[src/rtl/rxq_pkg.sv]
package rxq_pkg;
  parameter int unsigned RXQ_DW = 8;

  typedef struct packed {
    logic              brk;
    logic              frm;
    logic              par;
    logic [RXQ_DW-1:0] data;
  } rxq_entry_t;

  localparam int unsigned RXQ_EW = $bits(rxq_entry_t);
endpackage

[src/rtl/rxq_store.sv]
module rxq_store
  import rxq_pkg::*;
#(
  parameter int unsigned DEPTH = 16,
  localparam int unsigned AW = $clog2(DEPTH),
  localparam int unsigned CW = $clog2(DEPTH + 1)
) (
  input  logic          clk,
  input  logic          rst_n,
  input  logic          flush,
  input  logic          wr_en,
  input  rxq_entry_t    wr_entry,
  input  logic          rd_en,
  output rxq_entry_t    rd_entry,
  output logic [CW-1:0] count
);
  rxq_entry_t    slot_q [DEPTH];
  logic [AW-1:0] wp_q, rp_q;

  function automatic logic [AW-1:0] step(input logic [AW-1:0] p);
    return (p == AW'(DEPTH - 1)) ? '0 : p + 1'b1;
  endfunction

  for (genvar i = 0; i < DEPTH; i++) begin : g_slot
    always_ff @(posedge clk or negedge rst_n) begin
      if (!rst_n)                              slot_q[i] <= '0;
      else if (wr_en && wp_q == AW'(i))        slot_q[i] <= wr_entry;
    end
  end

  always_ff @(posedge clk or negedge rst_n) begin
    if (!rst_n) begin
      wp_q  <= '0;
      rp_q  <= '0;
      count <= '0;
    end else if (flush) begin
      wp_q  <= '0;
      rp_q  <= '0;
      count <= '0;
    end else begin
      if (wr_en) wp_q <= step(wp_q);
      if (rd_en) rp_q <= step(rp_q);
      case ({wr_en, rd_en})
        2'b10:   count <= count + 1'b1;
        2'b01:   count <= count - 1'b1;
        default: count <= count;
      endcase
    end
  end

  assign rd_entry = (count != '0) ? slot_q[rp_q] : '0;
endmodule

[src/rtl/rxq_level.sv]
module rxq_level #(
  parameter int unsigned DEPTH = 16,
  parameter int unsigned TRIG0 = 1,
  parameter int unsigned TRIG1 = 4,
  parameter int unsigned TRIG2 = 8,
  parameter int unsigned TRIG3 = 14,
  localparam int unsigned CW = $clog2(DEPTH + 1)
) (
  input  logic [1:0]    trig_sel,
  input  logic [CW-1:0] count,
  output logic          thr_hit
);
  localparam int unsigned TRIGS [4] = '{TRIG0, TRIG1, TRIG2, TRIG3};
  logic [3:0] hit_v;

  for (genvar k = 0; k < 4; k++) begin : g_cmp
    assign hit_v[k] = ({1'b0, count} >= (CW + 1)'(TRIGS[k]));
  end

  assign thr_hit = hit_v[trig_sel];
endmodule

[src/rtl/rxq_dma.sv]
module rxq_dma #(
  parameter int unsigned DEPTH = 16,
  localparam int unsigned CW = $clog2(DEPTH + 1)
) (
  input  logic          clk,
  input  logic          rst_n,
  input  logic          flush,
  input  logic          dma_mode,
  input  logic [CW-1:0] rx_count,
  input  logic          thr_hit,
  input  logic [CW-1:0] tx_count,
  output logic          rxrdy_n,
  output logic          txrdy_n
);
  logic hold_q;
  logic rx_nonempty, rx_act_m1, rx_act, tx_act;

  assign rx_nonempty = (rx_count != '0);
  assign rx_act_m1   = thr_hit || (hold_q && rx_nonempty);
  assign rx_act      = dma_mode ? rx_act_m1 : rx_nonempty;

  always_ff @(posedge clk or negedge rst_n) begin
    if (!rst_n)     hold_q <= 1'b0;
    else if (flush) hold_q <= 1'b0;
    else            hold_q <= rx_act_m1;
  end

  assign tx_act  = dma_mode ? (tx_count < CW'(DEPTH)) : (tx_count == '0);
  assign rxrdy_n = ~rx_act;
  assign txrdy_n = ~tx_act;
endmodule

[src/rtl/rxq_top.sv]
module rxq_top
  import rxq_pkg::*;
#(
  parameter int unsigned DEPTH = 16,
  parameter int unsigned TRIG0 = 1,
  parameter int unsigned TRIG1 = 4,
  parameter int unsigned TRIG2 = 8,
  parameter int unsigned TRIG3 = 14,
  localparam int unsigned CW = $clog2(DEPTH + 1)
) (
  input  logic              clk,
  input  logic              rst_n,
  input  logic              flush,
  input  logic [1:0]        trig_sel,
  input  logic              dma_mode,
  input  logic              in_valid,
  output logic              in_ready,
  input  logic [RXQ_DW-1:0] in_data,
  input  logic              in_par,
  input  logic              in_frm,
  input  logic              in_brk,
  output logic              out_valid,
  input  logic              out_ready,
  output logic [RXQ_DW-1:0] out_data,
  output logic              out_par,
  output logic              out_frm,
  output logic              out_brk,
  input  logic              lsr_rd,
  output logic              overrun,
  output logic [CW-1:0]     rx_count,
  output logic              irq_rx,
  output logic              rxrdy_n,
  input  logic [CW-1:0]     tx_count,
  output logic              txrdy_n
);
  rxq_entry_t wr_e, head_e;
  logic       pop, push, drop, full, thr_hit;

  assign full      = (rx_count == CW'(DEPTH));
  assign out_valid = (rx_count != '0);
  assign pop       = out_ready && out_valid && !flush;
  assign push      = in_valid && !flush && (!full || pop);
  assign drop      = in_valid && !flush && full && !pop;
  assign in_ready  = 1'b1;

  assign wr_e = '{brk: in_brk, frm: in_frm, par: in_par, data: in_data};

  rxq_store #(.DEPTH(DEPTH)) u_store (
    .clk(clk), .rst_n(rst_n), .flush(flush),
    .wr_en(push), .wr_entry(wr_e),
    .rd_en(pop), .rd_entry(head_e), .count(rx_count)
  );

  rxq_level #(.DEPTH(DEPTH), .TRIG0(TRIG0), .TRIG1(TRIG1),
              .TRIG2(TRIG2), .TRIG3(TRIG3)) u_level (
    .trig_sel(trig_sel), .count(rx_count), .thr_hit(thr_hit)
  );

  rxq_dma #(.DEPTH(DEPTH)) u_dma (
    .clk(clk), .rst_n(rst_n), .flush(flush), .dma_mode(dma_mode),
    .rx_count(rx_count), .thr_hit(thr_hit), .tx_count(tx_count),
    .rxrdy_n(rxrdy_n), .txrdy_n(txrdy_n)
  );

  always_ff @(posedge clk or negedge rst_n) begin
    if (!rst_n)      overrun <= 1'b0;
    else if (drop)   overrun <= 1'b1;
    else if (lsr_rd) overrun <= 1'b0;
  end

  assign irq_rx   = thr_hit;
  assign out_data = head_e.data;
  assign out_par  = head_e.par;
  assign out_frm  = head_e.frm;
  assign out_brk  = head_e.brk;
endmodule

[config.mk]
export PLATFORM = sky130hd
export DESIGN_NAME = rxq_top
export DESIGN_NICKNAME = d
export VERILOG_FILES = /design/src/rtl/rxq_pkg.sv /design/src/rtl/rxq_store.sv /design/src/rtl/rxq_level.sv /design/src/rtl/rxq_dma.sv /design/src/rtl/rxq_top.sv
export SDC_FILE = /design/constraint.sdc
export NUM_CORES = 1
export LEC_CHECK = 0
export ABC_AREA = 1
export BUFFER_PORTS_ARGS = -buffer_cell sky130_fd_sc_hd__buf_2
export CAP_MARGIN = 20
export CELL_PAD_IN_SITES_DETAIL_PLACEMENT = 1
export CELL_PAD_IN_SITES_GLOBAL_PLACEMENT = 2
export CORE_AREA = 2 2 118 234
export CTS_BUF_LIST = sky130_fd_sc_hd__clkbuf_4
export DETAILED_ROUTE_END_ITERATION = 10
export DIE_AREA = 0 0 120 236
export GPL_TIMING_DRIVEN = 0
export PLACE_DENSITY = 0.89
export RECOVER_POWER = 25
export SYNTH_ARGS = -nofsm -noshare
export SYNTH_HDL_FRONTEND = slang
export SYNTH_SLANG_ARGS = --single-unit
export TNS_END_PERCENT = 20
[constraint.sdc]
create_clock -name clk -period 3.25 [get_ports clk]
set_input_delay 0.1625 -clock clk [delete_from_list [all_inputs] [get_ports clk]]
set_output_delay 0.1625 -clock clk [all_outputs]
set_load 0.05 [all_outputs]
# After elaboration in Yosys (flattened, before gate mapping)
# Index checks and enable logic that the tools add are counted.
# totals
wordCells,156
reg_bits,191
output_inout_bits,22
# classes
eq_ne,19
mux,19
n_bitwise,3
n_lt_le_gt_ge,7
reduce_logical,35
addsub,4
# ops
cell,count
$bmux W11 S4,1
$eq A4 B4 Y1 const B,9
$mux W11,3
$mux W4,6
$logic_and A1 B1 Y1,23
$eq A4 B3 Y1 const B,4
$ge A5 B4 Y1 const B,2
$pmux W5 S2,1
$add A4 B1 Y4 const B,2
$eq A4 B2 Y1 const B,2
$mux W1,6
$reduce_bool A2 Y1,3
$add A5 B1 Y5 const B,1
$eq A5 B5 Y1 const B,1
$ge A5 B1 Y1 const B,1
$ge A5 B3 Y1 const B,1
$ge A5 B5 Y1 const B,1
$logic_not A5 Y1,1
$lt A5 B5 Y1 const B,1
$mux W5,1
$not A4 Y5,1
$reduce_bool A5 Y1,1
$sub A5 B1 Y5 const B,1
$eq A4 B1 Y1 const B,1
9 further kinds,13

# Longest topological paths before layout
# logic_depth
depth_word,8
depth_mapped,10
depth_no_buf,9

# By module
# Synthesis repeated with hierarchy kept, for this count alone.
# unflattened
hier_cells,1323
area_unflattened_um2,9629.2
# by_module_without_submodules
mod,seq_area_each_um2,area_per_inst_um2,n_inst,cells_each
rxq_store,4729.5,9364.0,1,1275
rxq_top,25.0,122.6,1,19
rxq_dma,25.0,87.6,1,15
rxq_level,0.0,55.1,1,14

# Worst setup path after synthesis
# Ideal clock, no wire load.
# synth_path
path_kind,register -> output
start,register u_store.count[0]
end,output port rxrdy_n
n_path_buf,0
required_time_ns,3.087
path_stages_with_launch,5
arrival_ns,2.430
slack_ns,0.657
cell_sequence,dfrtp_1 inv_1 ha_1 nand3_4 o21ai_0
# synth_between
word_cells_on_any_way,11
cone_classes,order compare: 4; mux: 3; bitwise: 1; reduce/logical: 3
# synth_lines
item,line,text
"start, declared",rxq_store.sv:15,output logic [CW-1:0] count
"start signal, assigned",rxq_store.sv:44,2'b10: count <= count + 1'b1;
"start signal, assigned",rxq_store.sv:45,2'b01: count <= count - 1'b1;
"start signal, assigned",rxq_store.sv:46,default: count <= count;
$reduce_bool A5 Y1 (*),--,
net out_valid,rxq_top.sv:22,"output logic out_valid,"
$logic_and A1 B1 Y1,rxq_dma.sv:19,assign rx_act_m1 = thr_hit || (hold_q && rx_nonempty);
$logic_or A1 B1 Y1,rxq_dma.sv:19,
$mux W1 (*),rxq_dma.sv:20,assign rx_act = dma_mode ? rx_act_m1 : rx_nonempty;
$not A1 Y1 (*),rxq_dma.sv:29,assign rxrdy_n = ~rx_act;
"end, declared",rxq_top.sv:32,"output logic rxrdy_n,"
# The timed path passes the listed nets; every way through them passes the cells marked *. The select of a mux whose other input is x is not followed.

# Final worst setup path
# layout_path
start,register u_store.rp_q[1]
end,output port out_data[3]
# layout_between
elab_chain_len,5
# layout_lines
item,line,text
"start, declared",rxq_store.sv:18,"logic [AW-1:0] wp_q, rp_q;"
"start signal, assigned",rxq_store.sv:42,if (rd_en) rp_q <= step(rp_q);
$not A4 Y5 (not written as such),rxq_store.sv:51,assign rd_entry = (count != '0) ? slot_q[rp_q] : '0;
$bmux W11 S4,rxq_store.sv:51,
$mux W11 (not written as such) (2 in a row),rxq_store.sv:51,
$mux W11,rxq_store.sv:51,
"end, declared",rxq_top.sv:24,"output logic [RXQ_DW-1:0] out_data,"
# Every way passes these cells. The select of a mux whose other input is x is not followed.

==> run_results.csv <==
group,metric,value,unit
sta,setup_violations,0,
sta,tightest_slew,2.38,ns
sta,clock_skew,0.0232,ns
die,die_height,236,microns
logic_synthesis,dominantRegCellSynth,"dfrtp_1",
place,hpwl,31500,microns
clock_tree,path_clk_slew,0.16,ns
die,initial_core_util,40.2,%
detailed_routing,drc,0,
die,dieArea,28300,sq um
detailed_routing,via_per_inst,5.83,
worst_setup_path,critPathLaunchType,"flop",
global_routing,grtUsageTotal,32.2,%
logic_synthesis,ys_seq_elements,191,
worst_setup_path,r2r_start,"u_store.count[0]$_DFFE_PN0P_",
detailed_routing,vias,10600,
place,numPortBuffers,34,
pwr,p_leak,5.92,nW
worst_setup_path,critPathKind,"reg2out",
sta,period_needed,3.22,ns
min_path,hp-class,"in2reg",
global_routing,antenna_found_initial,1,
min_path,hold_path_depth,3,
logic_synthesis,synth_edf_count,0,
detailed_routing,wl,44200,microns
logic_synthesis,synth_top_cell_area_share,44.5,%
pwr,irDropWorstVdd,0.810,mV
clock_tree,cts_sinks,191,
global_routing,grt_pass1_wl,67600,microns
worst_setup_path,reg2reg_depth,8,
clock_tree,cts_root_buffer,"clkbuf_4",
status,outcome,"finished, violations left",
detailed_routing,drtIter0Drc,755,
global_routing,gr-total-overflow,0,
cells_and_area,areaGrowthSynthToFinish,10.6,%
logic_synthesis,synth_top_cell_by_area,"dfrtp_1",
logic_synthesis,ys_seq_area_share,44.5,%
logic_synthesis,synth_common_cells,"nand2_1 (534), dfrtp_1 (191), nand4_1 (182)",
clock_tree,cts_setup_buffers,0,
run,cap_violations,1,
worst_setup_path,crit_path_end_kind,"output port",
detailed_routing,final_antenna_net_count,0,
sta,maxSlewViolCount,91,
die,rows,85,
worst_setup_path,cp.arrival,3.06,ns
detailed_routing,wire_per_inst,24.3,microns
pwr,powerDensity,677,nW/um^2
logic_synthesis,yosysUniqueCellTypes,30,
sta,rsz0062_at_grt,"false",
cells_and_area,fin_cells,1820,
logic_synthesis,synth_nets,1418,
logic_synthesis,syn_avg_cell_area,7.76,sq um
cells_and_area,drive_gt1_share,15.5,%
global_routing,grt_max_degree,103,
worst_setup_path,ff2ff_setup_slack,0.72,ns
clock_tree,tritoncts,"built",
min_path,min-delay-start,"lsr_rd",
cells_and_area,utilization,44.5,%
worst_setup_path,reg2reg_to,"u_store.count[4]$_DFFE_PN0P_",
logic_synthesis,synth_warnings,0,
die,core_area,26700,sq um
cells_and_area,layout.nets,1492,
clock_tree,cts_buffer_depth,2,
clock_tree,clk_latency,0.67,ns
status,violations,"capacitance limit, slew limit",
min_path,min_to,"overrun$_DFFE_PN0P_",
logic_synthesis,synth_most_common_cell,"nand2_1",
global_routing,grt_pass1_vias,11100,
die,die_w,120,microns
logic_synthesis,yosys-top-cells-area,"dfrtp_1 (44%), nand2_1 (19%), nand4_1 (11%)",
detailed_routing,drt-pass1-iter-count,6,
place,post-place-cells,1767,
worst_setup_path,worst_ep_required_time,3.09,ns
die,io_pins,47,
sta,fmax,0.310,GHz
cells_and_area,num-fill-cells,3336,
clock_tree,cts-buffers-inserted,17,
place,place_congestion,0.905,
sta,relSlewSlack,-58.5,%
worst_setup_path,crit_fanout,10,
clock_tree,ctsHtreeMaxLevel,4,
logic_synthesis,async_reset_ff_share,100,%
sta,min_period_over_period,99.2,%
sta,hold_violations,0,
logic_synthesis,synth_area,10700,sq um
logic_synthesis,syn_inst,1384,
layer usage:
metal	vias up	global-route usage (%)	wire [microns]	part of all wire (%)
met4	0	14.0	1950	4.4
met2	390	54.9	22200	50
met1	5353	40.1	17500	40
met5	-	0	0	0
li1	4771	-	-	-
met3	102	5.00	2550	5.8
report_power, final:
group          switching, mW  leakage, nW  internal (mW)
logic                   2.82         3.17          0.950
registers              0.218         2.61           2.69
clock network          0.884        0.141          0.484
total                   3.92         5.92           4.12
worst max-delay path by stage:
stage / start / to / slack, ns / depth (start not counted)
after floorplan: u_store.count[0]$_DFFE_PN0P_ / rxrdy_n / 0.66 / 4
after global placement: rst_n / u_store.slot_q[27]$_DFFE_PN0P_ / -1.29 / 1
after detailed placement: u_store.rp_q[0]$_DFFE_PN0P_ / out_data[3] / 0.48 / 10
after CTS: u_store.rp_q[0]$_DFFE_PN0P_ / out_data[0] / 0.005 / 9
after global routing: u_store.rp_q[1]$_DFFE_PN0P_ / out_data[6] / 0.0004 / 9
final: u_store.rp_q[1]$_DFFE_PN0P_ / out_data[3] / 0.03 / 9
logic make-up after synthesis:
logic type,Yosys count,synth area share (%)
AOI/OAI and AO/OA,25,1.25
DFF,191,44.5
and+or+nand+nor,984,44.1
xor gates and xnor gates,9,0.734
buffers and inverters,165,8.34
adders and majority gates,9,1.05
other,1,0.0349
critical path, cell delays in order (launching register included):
cell	delay, ns
dfrtp_1	0.39
buf_2	0.30
inv_2	0.23
clkbuf_4	0.31
nand3_1	0.16
nand3_1	0.16
nand2_1	0.16
nand2_1	0.07
a21oi_1	0.29
clkbuf_4	0.31
layout by cell type, fill, tap and decap left out:
| cell | instances |
|---|---|
| buf_12 | 6 |
| clkbuf_2 | 15 |
| nand2_1 | 534 |
| a21oi_1 | 13 |
| inv_6 | 1 |
| bufinv_16 | 2 |
| dlygate4sd3_1 | 20 |
| clkinv_1 | 2 |
| diode_2 | 1 |
| o22ai_1 | 4 |
| xor2_1 | 6 |
| nor2_2 | 1 |
| buf_2 | 57 |
| xnor2_1 | 3 |
| nand3b_1 | 1 |
| buf_4 | 5 |
| nand4_1 | 182 |
| clkinvlp_4 | 4 |
| clkbuf_1 | 41 |
| nor2_4 | 1 |
| a31oi_1 | 1 |
| nand3_4 | 13 |
| clkinv_2 | 2 |
| dfrtp_1 | 191 |
| nand2_2 | 72 |
| inv_2 | 3 |
| conb_1 | 1 |
| nor4_1 | 1 |
| nand3_1 | 157 |
| nor2_1 | 20 |
| ha_1 | 9 |
| buf_1 | 24 |
| o21ai_0 | 6 |
| clkbuf_4 | 26 |
| o21bai_1 | 1 |
| buf_6 | 19 |
| nor3_1 | 1 |
| inv_1 | 25 |
| nor2_8 | 1 |
sequential cells by signal (all words and copies together), names as in the netlist:
signal / count
u_store.wp_q: 4
u_store.rp_q: 4
u_store.slot_q: 176
overrun: 1
u_dma.hold_q: 1
u_store.count: 5
area by class of cell:
class / count / area [sq um] / area share [%]
inverter: 28 / 105 / 0.885
clock inverter: 11 / 116 / 0.980
clock buffer: 21 / 158 / 1.33
tap: 348 / 435 / 3.67
sequential: 191 / 4780 / 40.2
multi-input combinational: 1028 / 5070 / 42.7
timing repair buffer: 55 / 383 / 3.22
buffer: 137 / 831 / 6.99
antenna: 1 / 2.50 / 0.0211
what timing repair did:
| item | 4_1_cts | 5_1_grt |
|---|---|---|
| hold buffers | 20 | 0 |
| pin swaps | 0 | 0 |
| gates resized for setup | 17 | 20 |
| hold endpoints to repair | 166 | 0 |
| gates cloned | 0 | 0 |
| endpoints found under the setup margin | 11 | 11 |
per-stage QoR:
step | setup slack [ns] | hold slack, ns | power (mW) | TNS (ns) | area (sq um)
2_1_floorplan | 0.657 | -0.133 | 5.21 | 0 | 10700
3_3_place_gp | -1.29 | 0.366 | 6.49 | -240.49 | 11300
3_5_place_dp | 0.484 | 0.239 | 6.57 | 0 | 11400
4_1_cts | 0.00467 | 0.0865 | 7.98 | 0 | 11900
5_1_grt | 0.000424 | 0.198 | 8.41 | 0 | 11900
6_report | 0.0270 | 0.210 | 8.04 | 0 | 11900
(Power assumes the default switching activity.)
